**config.mk**
```make
export PLATFORM = sky130hd
export DESIGN_NAME = bport_ctrl
export DESIGN_NICKNAME = d
export VERILOG_FILES = /design/src/rtl/bport_pkg.sv /design/src/rtl/bport_rst_sync.sv /design/src/rtl/bport_decode.sv /design/src/rtl/bport_mbx_reg.sv /design/src/rtl/bport_rd_mux.sv /design/src/rtl/bport_ctrl.sv
export SDC_FILE = /design/constraint.sdc
export NUM_CORES = 1
export LEC_CHECK = 0
export BUFFER_PORTS_ARGS = -buffer_cell sky130_fd_sc_hd__buf_4
export CORE_MARGIN = 5
export CORE_UTILIZATION = 35
export CTS_CLUSTER_DIAMETER = 30
export CTS_CLUSTER_SIZE = 10
export DETAILED_ROUTE_END_ITERATION = 6
export PLACE_DENSITY = 0.9
export SLEW_MARGIN = 20
export SYNTH_ARGS = -nofsm -noshare
export SYNTH_HDL_FRONTEND = slang
export SYNTH_HIERARCHICAL = 1
export SYNTH_SLANG_ARGS = --single-unit
```
**constraint.sdc**
```tcl
create_clock -name clk -period 1.7 [get_ports clk]
set_input_delay 0.17 -clock clk [delete_from_list [all_inputs] [get_ports clk]]
set_output_delay 0.17 -clock clk [all_outputs]
set_load 0.03 [all_outputs]
```
**src/rtl/bport_pkg.sv**
```systemverilog
package bport_pkg;
  parameter int unsigned BPORT_WIDTH = 36;

  typedef enum logic [2:0] {
    ACC_NONE    = 3'd0,
    ACC_FIFO_WR = 3'd1,
    ACC_MBX_WR  = 3'd2,
    ACC_FIFO_RD = 3'd3,
    ACC_MBX_RD  = 3'd4
  } acc_e;
endpackage

```
**src/rtl/bport_rst_sync.sv**
```systemverilog
module bport_rst_sync #(
  parameter int unsigned STAGES = 2
) (
  input  logic clk,
  input  logic rst_n,
  output logic rst_ok
);
  localparam int unsigned LAST = STAGES - 1;

  logic [LAST:0] chain_q;
  logic [LAST:0] chain_d;

  generate
    if (STAGES == 1) begin : g_single
      always_comb chain_d = 1'b1;
    end else begin : g_multi
      always_comb chain_d = {chain_q[LAST-1:0], 1'b1};
    end
  endgenerate

  always_ff @(posedge clk or negedge rst_n) begin
    if (!rst_n) chain_q <= '0;
    else        chain_q <= chain_d;
  end

  assign rst_ok = chain_q[LAST];
endmodule

```
**src/rtl/bport_decode.sv**
```systemverilog
module bport_decode
  import bport_pkg::*;
(
  input  logic active,
  input  logic cs_n,
  input  logic en,
  input  logic rd_nwr,
  input  logic mbx_sel,
  output acc_e acc,
  output logic drive
);
  logic sel_ok;

  always_comb begin
    sel_ok = active && !cs_n && en;
    drive  = !cs_n && rd_nwr;
    acc    = ACC_NONE;
    if (sel_ok) begin
      case ({rd_nwr, mbx_sel})
        2'b00:   acc = ACC_FIFO_WR;
        2'b01:   acc = ACC_MBX_WR;
        2'b10:   acc = ACC_FIFO_RD;
        default: acc = ACC_MBX_RD;
      endcase
    end
  end
endmodule

```
**src/rtl/bport_mbx_reg.sv**
```systemverilog
module bport_mbx_reg #(
  parameter int unsigned W = 36
) (
  input  logic         clk,
  input  logic         rst_ok,
  input  logic         load,
  input  logic [W-1:0] d,
  output logic [W-1:0] q
);
  logic [W-1:0] q_next;

  always_comb begin
    q_next = q;
    if (load) q_next = d;
  end

  always_ff @(posedge clk or negedge rst_ok) begin
    if (!rst_ok) q <= '0;
    else         q <= q_next;
  end
endmodule

```
**src/rtl/bport_rd_mux.sv**
```systemverilog
module bport_rd_mux #(
  parameter int unsigned W = 36
) (
  input  logic         drive,
  input  logic         pick_mbx,
  input  logic [W-1:0] mbx_word,
  input  logic [W-1:0] fifo_word,
  output logic [W-1:0] bus_word
);
  always_comb begin
    bus_word = '0;
    if (drive) bus_word = pick_mbx ? mbx_word : fifo_word;
  end
endmodule

```
**src/rtl/bport_ctrl.sv**
```systemverilog
module bport_ctrl
  import bport_pkg::*;
#(
  parameter int unsigned W          = BPORT_WIDTH,
  parameter int unsigned SYNC_DEPTH = 2
) (
  input  logic         clk,
  input  logic         rst_n,
  input  logic         cs_n,
  input  logic         en,
  input  logic         rd_nwr,
  input  logic         mbx_sel,
  input  logic [W-1:0] data_in,
  output logic [W-1:0] data_out,
  output logic         data_oe,
  input  logic         fifo_full_n,
  input  logic         fifo_empty_n,
  input  logic [W-1:0] fifo_rd_data,
  output logic         fifo_wr_en,
  output logic [W-1:0] fifo_wr_data,
  output logic         fifo_rd_en,
  input  logic [W-1:0] mbx_in_data,
  output logic [W-1:0] mbx_out_data
);
  logic rst_ok;
  acc_e acc;
  logic drive;
  logic mbx_load;

  bport_rst_sync #(.STAGES(SYNC_DEPTH)) u_rst (
    .clk    (clk),
    .rst_n  (rst_n),
    .rst_ok (rst_ok)
  );

  bport_decode u_dec (
    .active  (rst_ok),
    .cs_n    (cs_n),
    .en      (en),
    .rd_nwr  (rd_nwr),
    .mbx_sel (mbx_sel),
    .acc     (acc),
    .drive   (drive)
  );

  always_comb begin
    mbx_load     = (acc == ACC_MBX_WR);
    fifo_wr_en   = (acc == ACC_FIFO_WR) && fifo_full_n;
    fifo_rd_en   = (acc == ACC_FIFO_RD) && fifo_empty_n;
    fifo_wr_data = data_in;
    data_oe      = drive;
  end

  bport_mbx_reg #(.W(W)) u_mbx (
    .clk    (clk),
    .rst_ok (rst_ok),
    .load   (mbx_load),
    .d      (data_in),
    .q      (mbx_out_data)
  );

  bport_rd_mux #(.W(W)) u_mux (
    .drive     (drive),
    .pick_mbx  (mbx_sel),
    .mbx_word  (mbx_in_data),
    .fifo_word (fifo_rd_data),
    .bus_word  (data_out)
  );
endmodule

```
# Word level (Yosys, flattened, before mapping)
# Cells that the tools add are included.
[classes]
eq_ne = 5
mux = 4
n_reduce_logical = 7
[ops]
columns = ["cell", "count"]
rows = [
  ["$mux W36", 2],
  ["$pmux W3 S3", 1],
  ["$eq A3 B2 Y1 const B", 2],
  ["$logic_and A1 B1 Y1", 5],
  ["$eq A3 B1 Y1 const B", 1],
  ["$mux W3", 1],
  ["$eq A2 B1 Y1 const B", 1],
  ["$eq A2 B2 Y1 const B", 1],
  ["$logic_not A2 Y1", 1],
  ["$logic_not A1 Y1", 1],
]
[totals]
ff_bits = 38
in_bits = 116
output_inout_bits = 111

# Depth between registers and ports, before layout
# Gate-level depths: netlist of the first run.
[logic_depth]
depth_word = 6
depth_mapped = 8
ltp_nobuf = 6

# Cells and area by module
# Netlist of the first run, hierarchy kept.
[by_module_without_submodules]
columns = ["module", "instances", "cells_per_inst", "area_per_inst_um2"]
rows = [
  ["bport_mbx_reg", 1, 76, 1490.2],
  ["bport_rd_mux", 1, 79, 668.1],
  ["bport_ctrl", 1, 39, 301.5],
  ["bport_decode", 1, 13, 97.6],
  ["bport_rst_sync", 1, 3, 53.8],
]

# Worst setup path before layout of the first run
# Ideal clock, no wire load.
[synth_path]
path_kind = "register to register"
start = "register u_rst.chain_q[1]"
end = "register u_mbx.q[10]"
setup_time_ps = 125
arrival_ps = 2270
path_slack_ps = -695
path_stages_with_launch = 7
synth_period_minus_slack_ps = 2395
path_cell_list = "dfrtp_1 > nand3b_4 > nor2_1 > nor3b_1 > buf_6 > buf_12 > mux2_4"
[synth_via]
elab_chain_cells = 4
[synth_rtl]
columns = ["item", "line", "rtl"]
rows = [
  ["from (decl)", "bport_rst_sync.sv:10", "logic [LAST:0] chain_q;"],
  ["from (signal assigned)", "bport_rst_sync.sv:23", "else chain_q <= chain_d;"],
  ["$logic_and A1 B1 Y1 (2 in a row)", "bport_decode.sv:15", "sel_ok = active && !cs_n && en;"],
  ["$mux W3", "bport_decode.sv:18", "if (sel_ok) begin"],
  ["via acc[1]", "bport_ctrl.sv:26", "acc_e acc;"],
  ["$eq A3 B2 Y1", "bport_ctrl.sv:47", "mbx_load = (acc == ACC_MBX_WR);"],
  ["via mbx_load", "bport_ctrl.sv:28", "logic mbx_load;"],
  ["to (signal assigned)", "bport_mbx_reg.sv:19", "else q <= q_next;"],
  ["to (decl)", "bport_mbx_reg.sv:8", "output logic [W-1:0] q"],
]
# The timed path passes the listed nets, and every way through them passes these cells.
# A chain may end at the register's enable or synchronous reset.

# Worst setup path after layout of the first run
[layout_path]
start = "register u_rst.chain_q[1]"
end = "output fifo_wr_en"
[layout_via]
elab_chain_cells = 5
[layout_rtl]
columns = ["item", "line", "rtl"]
rows = [
  ["$logic_and A1 B1 Y1 (2 in a row)", "bport_decode.sv:15", ""],
  ["$mux W3", "bport_decode.sv:18", ""],
  ["via acc[1]", "bport_ctrl.sv:26", ""],
  ["$eq A3 B1 Y1", "bport_ctrl.sv:48", "fifo_wr_en = (acc == ACC_FIFO_WR) && fifo_full_n;"],
  ["$logic_and A1 B1 Y1", "bport_ctrl.sv:48", ""],
  ["to (decl)", "bport_ctrl.sv:19", "output logic fifo_wr_en,"],
]
# The timed path passes the listed nets, and every way through them passes these cells.

==> flow_summary_export.csv, run 1 <==
group,metric,value,unit
outcome,status,"completed",
worst_setup_path,cp.arrival,1.48,ns
detailed_routing,wire_per_inst,16.1,um
place,dpl.hpwl,6.82,mm
finish,fillers,555,
yosys,synth.distinct_cells,18,
detailed_routing,drtAntennaViolNets,0,
clocking,htree_levels,2,
worst_setup_path,path_cells,"nand3b_4 > nor2_2 > buf_4 > and4bb_2 > buf_6",
global_route,grt_overflow,0,
yosys,synth-seq-cells,38,
detailed_routing,vias_per_cell,4.37,
finish,drive_gt1_frac,0.708,
sta,min_period,1.65,ns
global_route,grt_pass1_vias,2308,
floorplanning,die_area,9290,um^2
clocking,cts_tree,"done",
yosys,synthCells,210,
sta,tightest_slew,0.591,ns
job,max_cap_violations,0,
floorplanning,ios,227,
yosys,ys_seq_area_frac,0.364,
yosys,yosysWarnings,6,
floorplanning,core,7250,um^2
yosys,synth.avg_cell_area,12.4,um^2
clocking,insertion_delay,0.29,ns
clocking,cts_made_buffers,5,
power,ir_worst_vdd,0.000389,V
sta,holdWs,0.118,ns
worst_setup_path,end_kind,"output port",
detailed_routing,first_pass_iters,4,
finish,regArea,955,um^2
global_route,grt_use_total,0.160,
hold_path,hp-class,"in -> reg",
finish,final_cell_mix,"buf_4 (230), dfrtp_1 (37), mux2i_1 (36), nor2b_1 (36), mux2_4 (30)",
clocking,cts-root-buf,"clkbuf_8",
place,port_buffers,226,
worst_setup_path,rrSetupSlack,0.06,ns
finish,antenna_cells,0,
detailed_routing,wirelength,8.16,mm
detailed_routing,drt-initial-drc-count,19,
worst_setup_path,critPathBufInv,2,
sta,max_slew_margin,0.606,
global_route,antenna_found_initial,0,
power,p_leak,2.31,nW
worst_setup_path,critPathSlowestCell,"dfrtp_4",
floorplanning,dieWidth,96.4,um
finish,area_growth,65.0,%
detailed_routing,num_vias,2216,
global_route,grt_max_degree,37,
floorplanning,std_cell_rows,31,
global_route,grt_pass1_wl,11.4,mm
floorplanning,start_util,0.360,
detailed_routing,drc,0,
worst_setup_path,max_stage_delay,0.50,ns
clocking,clkSinkCount,38,
sta,max_freq,605,MHz
finish,fin_util,0.594,
power,power_density,971,nW/um^2
sta,skew,0.00647,ns
sta,rsz0062_at_grt,"yes",
worst_setup_path,cp_max_fo,3,
sta,slew_viol_final,0,
worst_setup_path,required,1.53,ns
sta,setup_viol,0,
worst_setup_path,critical-path-top-delay-family,"flip-flops",
sta,hold_violations,0,
worst_setup_path,critPathKind,"reg -> out",
finish,final_common_cell,"buf_4",
clocking,clockBufferDepth,2,
finish,nNetsFinal,526,
sta,finalCritPeriodShare,0.973,
yosys,syn_area,2610,um^2
finish,multi_input_area,1250,um^2
floorplanning,die_h,96.4,um
clocking,clk_pin_slew,0.08,ns
worst_setup_path,start_kind,"flop",
yosys,synth_nets,329,
place,gp_congestion,0.720,
-- registers in the layout (all words and copies together), names as in the netlist --
name	flops
u_mbx/q	36
u_rst/chain_q	2
-- cell usage after synthesis --
cell type	count	area (um^2)
and4bb_2	1	12.5
ha_1	3	37.5
buf_12	6	120
nor2_1	4	15.0
inv_1	4	15.0
buf_4	36	270
conb_1	1	3.75
nor3_2	1	10.0
mux2_2	6	67.6
mux2i_1	36	360
nor3b_1	1	7.51
nor2b_1	36	225
dfrtp_1	38	951
clkbuf_1	3	11.3
and4b_2	1	11.3
mux2_4	30	450
nand3b_4	1	20.0
buf_6	2	22.5
-- through the flow --
step / TNS [ns] / instances / worst slack (ns) / area [um^2] / power, W
5_1_grt: -0.0538 / 507 / -0.0268 / 4310 / 0.00438
6_report: 0 / 507 / 0.0459 / 4310 / 0.00418
2_1_floorplan: -2.87 / 210 / -0.0958 / 2630 / 0.00251
4_1_cts: 0 / 505 / 0.00185 / 4250 / 0.00423
3_5_place_dp: -1.12 / 496 / -0.0742 / 4100 / 0.00330
3_3_place_gp: -0.0768 / 496 / -0.00685 / 4100 / 0.00325
-- routing by layer --
metal | GRT usage | vias up | routed length [um]
li1 | - | 1060 | -
met5 | 0 | - | 0
met3 | 0.0465 | 15 | 946
met2 | 0.295 | 147 | 4280
met1 | 0.167 | 994 | 2710
met4 | 0.0724 | 0 | 221
-- repair_timing --
action / in CTS / in global routing
gates cloned: 0 / 1
setup buffers: 0 / 1
pin swaps: 0 / 4
gates resized for setup: 1 / 6
hold buffers: 1 / 0
setup endpoints to repair: 2 / 19
endpoints found under the hold margin: 2 / 0
-- final cells by class --
| cell class | instances | area share |
|---|---|---|
| Timing Repair Buffer | 237 | 0.425 |
| Inverter | 4 | 0.00349 |
| Tap cell | 99 | 0.0288 |
| Clock buffer | 5 | 0.0160 |
| Clock inverter | 3 | 0.0160 |
| Multi-Input combinational cell | 121 | 0.289 |
| Sequential cell | 38 | 0.222 |
-- worst paths after layout --
path | endpoint | startpoint | depth (start not counted)
setup / recovery | fifo_wr_en | u_rst/chain_q[1] | 5
min in group asynchronous | u_rst/chain_q[1] | rst_n | 2
hold reg to reg | u_rst/chain_q[1] | u_rst/chain_q[0] | 0
setup reg to reg | u_mbx/q[15] | u_rst/chain_q[1] | 6
hold / removal | u_mbx/q[24] | data_in[24] | 2
max in group asynchronous | u_mbx/q[21] | u_rst/chain_q[1] | 1
-- kinds of logic (layout without fill, tap and decap cells) --
logic type,after synthesis,in the layout,synth area share
adder cells (fa/ha/maj),3,3,0.0144
buffers and inverters,51,249,0.168
multiplexers,72,72,0.336
flip-flops,38,38,0.364
other,1,1,0.00144
AND/OR/NAND/NOR,45,45,0.115
-- report_power, final --
part | total [W] | internal (W) | switching (W)
logic | 0.00199 | 0.000945 | 0.00104
registers | 0.00129 | 0.00115 | 0.000141
clock network | 0.000907 | 0.000588 | 0.000319
total | 0.00418 | 0.00268 | 0.00150
Power figures use the tool's default switching activity.
==> run 2: changes to the inputs <==
Settings changed: SETUP_SLACK_MARGIN set to 0.4.
==> run 2 against run 1 <==
  * Register-to-register slack worse by 0.02 ns
  * Largest cell class unchanged
  * Clock skew is 0.0028 ns higher
  * Clock-buffer cell count is 1 higher
  * Cell count is 1.8% higher
  * Non-clock buffer count is 8 higher
  * Sequential power hardly changed
  * Cell area is 9.6% higher
  * Worst hold slack worse by 0.00095 ns
  * Setup slack worse by 0.010 ns
  * Critical path type is now reg -> reg
==> flow_summary_export.csv, run 2 (same netlist as run 1, synthesis figures left out) <==
group,metric,value,unit
worst_setup_path,critPathSlowestCell,"dfrtp_4",
floorplanning,start_util,0.360,
hold_path,hold_depth,2,
clocking,htree_levels,2,
detailed_routing,drtAntennaViolNets,0,
power,clkPwrFrac,0.214,
sta,hold_violations,0,
worst_setup_path,path_cells,"nand3b_4 > nor2_4 > nor3b_4 > buf_4 > clkbuf_16 > mux2_4",
sta,finalSetupTns,0,ns
clocking,cts_tree,"done",
global_route,met3_usage,0.0627,
place,port_buffers,226,
finish,area_growth,80.8,%
floorplanning,core,7250,um^2
detailed_routing,wire_per_inst,18.2,um
power,switching_share,0.356,
finish,reg.largest.list,"u_mbx/q: 36 flops, u_rst/chain_q: 2 flops",
power,p_leak,2.45,nW
place,dp_slack,-0.112,ns
global_route,grt_util_met1,0.181,
power,p_switching,0.00155,W
sta,holdWs,0.117,ns
detailed_routing,first_pass_iters,4,
sta,setup_viol,0,
sta,fin_ws,0.0357,ns
floorplanning,die_area,9290,um^2
clocking,clockBufferDepth,2,
worst_setup_path,max_stage_delay,0.49,ns
detailed_routing,num_vias,2292,
clocking,clkSinkCount,38,
sta,min_period,1.66,ns
outcome,status,"completed",
power,combinationalPowerShare,0.486,
clocking,insertion_delay,0.29,ns
floorplanning,die_h,96.4,um
finish,final_cell_mix,"buf_4 (219), dfrtp_1 (37), mux2_4 (36)",
worst_setup_path,reg2reg_depth,6,
worst_setup_path,start_kind,"flop",
clocking,cts-root-buf,"clkbuf_8",
worst_setup_path,end_kind,"flop",
worst_setup_path,r2r-end,"u_mbx/q[11]",
sta,max_freq,601,MHz
sta,skew,0.00929,ns
hold_path,hold_start,"data_in[20]",
floorplanning,std_cell_rows,31,
finish,drive_gt1_frac,0.798,
finish,top_register,"u_mbx/q",
detailed_routing,wirelength,9.38,mm
power,power_density,922,nW/um^2
worst_setup_path,rrSetupSlack,0.04,ns
global_route,top_usage_layer,"met2",
global_route,grt_pass1_wl,12.6,mm
clocking,cts_made_buffers,5,
worst_setup_path,critPathKind,"reg -> reg",
global_route,grt_pass1_vias,2430,
global_route,grt_overflow,0,
hold_path,hp-class,"in -> reg",
sta,finalCritPeriodShare,0.979,
power,intPower,0.00281,W
floorplanning,dieWidth,96.4,um
global_route,antenna_found_initial,1,
worst_setup_path,r2r-start,"u_rst/chain_q[1]",
detailed_routing,drc,0,
finish,final_common_cell,"buf_4",
finish,largest_reg_flops,36,
global_route,gr-usage-met2,0.324,
sta,rsz0062_at_grt,"yes",
sta,slew_viol_final,0,
hold_path,min_to,"u_mbx/q[20]",
power,sequentialPowerShare,0.300,
worst_setup_path,cp.arrival,1.83,ns
place,gp_congestion,0.776,
finish,nNetsFinal,534,
worst_setup_path,cp_max_fo,9,
worst_setup_path,required,1.87,ns
floorplanning,ios,227,
detailed_routing,vias_per_cell,4.44,
place,dpl.hpwl,6.98,mm
global_route,grt_max_degree,38,
job,max_cap_violations,0,
power,ir_worst_vdd,0.000497,V
global_route,grt_use_total,0.178,
clocking,clk_pin_slew,0.08,ns
detailed_routing,drt-initial-drc-count,22,
## run 2: cell count changes in the layout (fill, tap and decap cells not counted), sizes merged
cell    previous run  this run
buf              235       239
diode              0         1
clkinv             1         0
clkbuf             6        11
## run 2: cell type report
| class | count | area, um^2 |
|---|---|---|
| Antenna cell | 1 | 2.50 |
| Clock buffer | 6 | 82.6 |
| Clock inverter | 2 | 60.1 |
| Fill cell | 521 | 2530 |
| Inverter | 4 | 15.0 |
| Multi-Input combinational cell | 121 | 1400 |
| Sequential cell | 38 | 955 |
| Tap cell | 99 | 124 |
| Timing Repair Buffer | 245 | 2090 |
## run 2: through the flow
step / cells / instance area (um^2) / util / total power, W
2_1_floorplan: 210 / 2710 / - / 0.00253
3_3_place_gp: 493 / 4170 / 0.575 / 0.00327
3_5_place_dp: 493 / 4170 / 0.575 / 0.00332
4_1_cts: 507 / 4450 / 0.613 / 0.00431
5_1_grt: 516 / 4720 / 0.651 / 0.00454
6_report: 516 / 4720 / 0.651 / 0.00436
## run 2: power by group through the flow
stage / clock (W) / combinational [W] / sequential [W]
after global placement: 0 / 0.00196 / 0.00131
after floorplan: 0 / 0.000749 / 0.00179
after CTS: 0.000962 / 0.00204 / 0.00130
after global routing: 0.000994 / 0.00221 / 0.00133
final: 0.000934 / 0.00212 / 0.00131
after detailed placement: 0 / 0.00201 / 0.00131
## run 2: worst max-delay path: cells and delay by family (launching register included)
family	cells	cell delay [ns]
buf+inv	2	0.36
flops	1	0.49
mux	1	0.30
simple gates	3	0.40
## run 2: timing repair
item                                    4_1_cts  5_1_grt
gates resized for setup                      10       27
endpoints found under the setup margin       74       63
cloned                                        3        7
hold buffers                                  1        0
pin swaps                                     2        1
endpoints found under the hold margin         2        0
setup buffers                                 2        1
## run 2: routing by layer
layer | wire length [um] | share of wire
met1 | 3000 | 0.32
met2 | 4900 | 0.52
met4 | 268 | 0.029
met5 | 0 | 0
met3 | 1210 | 0.13
## run 2: how the worst max path moves through the flow
stage	start	endpoint	slack, ns	depth (start not counted)
2_1_floorplan	u_rst/chain_q[1]	u_mbx/q[10]	-0.1	6
3_3_place_gp	rd_nwr	u_mbx/q[33]	-0.03	8
3_5_place_dp	rd_nwr	u_mbx/q[3]	-0.11	8
4_1_cts	u_rst/chain_q[1]	u_mbx/q[8]	0.02	6
5_1_grt	u_rst/chain_q[1]	fifo_rd_en	-0.005	4
6_report	u_rst/chain_q[1]	u_mbx/q[11]	0.04	6
==> run 3: changes to the inputs <==
Settings changed: ABC_AREA set to 1, PLACE_DENSITY 0.9 to 0.89.
==> run 3 against run 2 <==
  * Sequential share of layout area rose by 0.62 points
  * Fmax rose by 11%
  * Global-route usage fell by 0.15 points
  * Critical endpoint is now fifo_rd_en
  * Highest routed layer unchanged
==> flow_summary_export.csv, run 3 <==
group,metric,value,unit
sta,fin_ws,0.205,ns
floorplanning,die_area,9520,um^2
yosys,synth.avg_cell_area,6.61,um^2
place,placed_area,4180,um^2
hold_path,hp-class,"in -> reg",
worst_setup_path,critPathSlowestCell,"dfrtp_4",
finish,final_common_cell,"buf_4",
outcome,status,"completed",
global_route,grt_pass1_vias,2980,
worst_setup_path,path_cells,"nand3_4 > nor2_4 > inv_2 > nand2_4 > nor2_4 > buf_6",
yosys,yosysWarnings,6,
yosys,ys_top_cells_by_count,"nand2_1 (174), nor2_1 (68), buf_4 (42), inv_1 (42), dfrtp_1 (38)",
yosys,synth_nets,525,
clocking,cts_made_buffers,5,
clocking,htree_levels,2,
worst_setup_path,end_kind,"output port",
finish,final_cell_area,4580,um^2
clocking,cts_tree,"done",
worst_setup_path,reg2reg_depth,9,
sta,hold_violations,0,
finish,drive_gt1_frac,0.527,
power,p_switching,0.00152,W
power,ir_worst_vdd,0.000475,V
worst_setup_path,rrSetupSlack,0.21,ns
power,combinationalPowerShare,0.450,
detailed_routing,drt-initial-drc-count,71,
job,max_cap_violations,0,
worst_setup_path,start_kind,"flop",
sta,rsz0062_at_grt,"yes",
sta,finalCritPeriodShare,0.880,
detailed_routing,wirelength,9.49,mm
yosys,synthFlopType,"dfrtp_1",
finish,nNetsFinal,716,
clocking,clk_pin_slew,0.08,ns
power,clkPwrFrac,0.234,
global_route,grt_max_degree,73,
worst_setup_path,critical-path-top-delay-family,"flip-flops",
clocking,clockBufferDepth,2,
global_route,grt_use_total,0.176,
power,switching_share,0.382,
yosys,synth-seq-cells,38,
floorplanning,core,7610,um^2
hold_path,hold_start,"data_in[5]",
place,port_buffers,226,
finish,largest_reg_flops,36,
yosys,synth_edf_count,0,
floorplanning,start_util,0.353,
finish,top_register,"u_mbx/q",
global_route,grt_overflow,0,
floorplanning,dieWidth,97.6,um
worst_setup_path,max_stage_delay,0.50,ns
worst_setup_path,r2r-end,"u_mbx/q[6]",
clocking,insertion_delay,0.28,ns
finish,final_cell_mix,"buf_4 (226), nand2_1 (158), nor2_1 (42)",
yosys,synth.distinct_cells,16,
hold_path,min_to,"u_mbx/q[5]",
finish,antenna_cells,0,
place,dpl.hpwl,7.42,mm
yosys,synthArstFlopShare,1.00,
finish,area_growth,70.7,%
hold_path,hold_depth,3,
finish,fin_util,0.602,
floorplanning,ios,227,
global_route,antenna_found_initial,0,
place,gp_congestion,0.833,
sta,finalSetupTns,0,ns
finish,fillers,628,
clocking,cts-root-buf,"clkbuf_8",
sta,skew,0.00852,ns
power,power_density,869,nW/um^2
sta,min_period,1.50,ns
detailed_routing,drc,0,
detailed_routing,wire_per_inst,13.6,um
sta,setup_viol,0,
worst_setup_path,r2r-start,"u_rst/chain_q[1]",
worst_setup_path,critPathBufInv,2,
sta,max_freq,669,MHz
worst_setup_path,crit_top_cell,"nor2_4",
worst_setup_path,critPathKind,"reg -> out",
worst_setup_path,required,1.53,ns
yosys,synthTopCellsByArea,"dfrtp_1 (35%), nand2_1 (24%), buf_4 (12%)",
sta,holdWs,0.0988,ns
detailed_routing,drtAntennaViolNets,0,
yosys,synth_largest_area_cell,"dfrtp_1",
yosys,ys_seq_area_frac,0.354,
power,p_leak,2.67,nW
clocking,clkSinkCount,38,
detailed_routing,num_vias,3071,
worst_setup_path,cp.arrival,1.33,ns
yosys,syn_area,2680,um^2
detailed_routing,vias_per_cell,4.39,
yosys,synth_top_area_frac,0.354,
worst_setup_path,cp_max_fo,3,
yosys,synthCells,406,
global_route,grt_pass1_wl,14.0,mm
floorplanning,std_cell_rows,32,
power,intPower,0.00246,W
floorplanning,die_h,97.6,um
yosys,yosysMostFrequentCell,"nand2_1",
power,sequentialPowerShare,0.316,
detailed_routing,first_pass_iters,5,
place,dp_slack,0.0391,ns
finish,reg.largest.list,"u_mbx/q: 36 flops, u_rst/chain_q: 2 flops",
sta,slew_viol_final,0,
## run 3: cell count changes after synthesis, moves of 5 or more
cell / previous run / this run
buf_6: 2 / 11
mux2_2: 6 / 0
nor2_2: 0 / 11
nand2_1: 0 / 174
nor2_1: 4 / 68
inv_1: 4 / 42
nand2_2: 0 / 10
mux2_4: 30 / 0
nor2b_1: 36 / 0
buf_4: 36 / 42
mux2i_1: 36 / 0
buf_12: 6 / 1
## run 3: area by class of cell
cell class	count	area [um^2]	area share
repair buffers	239	1920	0.418
multi-input cells	269	1260	0.275
flip-flops and latches	38	955	0.208
inverters	44	181	0.0396
well taps	102	128	0.0279
clock buffers	6	82.6	0.0180
clock inverters	2	60.1	0.0131
## run 3: worst max-delay path by stage
stage | from | to | cells after the start
floorplan | u_rst/chain_q[1] | u_mbx/q[10] | 9
global placement | rd_nwr | u_mbx/q[28] | 11
detailed placement | rd_nwr | u_mbx/q[35] | 11
CTS | u_rst/chain_q[1] | u_mbx/q[35] | 9
global route | u_rst/chain_q[1] | u_mbx/q[5] | 9
finish | u_rst/chain_q[1] | fifo_rd_en | 6
## run 3: through the flow
| step | total power [W] | instances |
|---|---|---|
| floorplan | 0.00230 | 406 |
| global placement | 0.00298 | 683 |
| detailed placement | 0.00303 | 683 |
| CTS | 0.00398 | 692 |
| global route | 0.00420 | 700 |
| finish | 0.00398 | 700 |
## run 3: cell families after synthesis
kind of cell             share of synthesized area
buffers and inverters                        0.237
flip-flops                                   0.354
other                                      0.00140
adder cells (fa/ha/maj)                     0.0140
AO/OA/AOI/OAI                              0.00186
AND/OR/NAND/NOR                              0.391
## run 3: power by group through the flow
stage / Clock (W) / Combinational [W] / Sequential [W]
6_report: 0.000933 / 0.00179 / 0.00126
5_1_grt: 0.000998 / 0.00192 / 0.00129
4_1_cts: 0.000962 / 0.00176 / 0.00125
3_5_place_dp: 0 / 0.00176 / 0.00127
3_3_place_gp: 0 / 0.00171 / 0.00126
2_1_floorplan: 0 / 0.000612 / 0.00168
## run 3: metal layers
| layer | vias to the layer above | routed length [um] | track usage |
|---|---|---|---|
| met4 | 0 | 136 | 0.0575 |
| met5 | - | 0 | 0 |
| li1 | 1509 | - | - |
| met1 | 1373 | 3180 | 0.181 |
| met2 | 176 | 5020 | 0.323 |
| met3 | 13 | 1160 | 0.0718 |
## run 3: worst reg2reg max path, cell delays in order (launching register included)
cell and delay (ns):
dfrtp_4 0.50, nand3_4 0.13, nor2_4 0.04, inv_2 0.07, nand2_4 0.07, nor2_4 0.16
buf_12 0.16, clkbuf_16 0.17, nand2_1 0.06, nand2_1 0.06
## run 3: what timing repair did
action | in CTS | in global routing
gates resized for setup | 4 | 34
pin swaps | 1 | 10
buffers inserted | 0 | 3
setup endpoints to repair | 74 | 63
endpoints found under the hold margin | 2 | 0
hold buffers | 1 | 0
gates cloned | 0 | 5
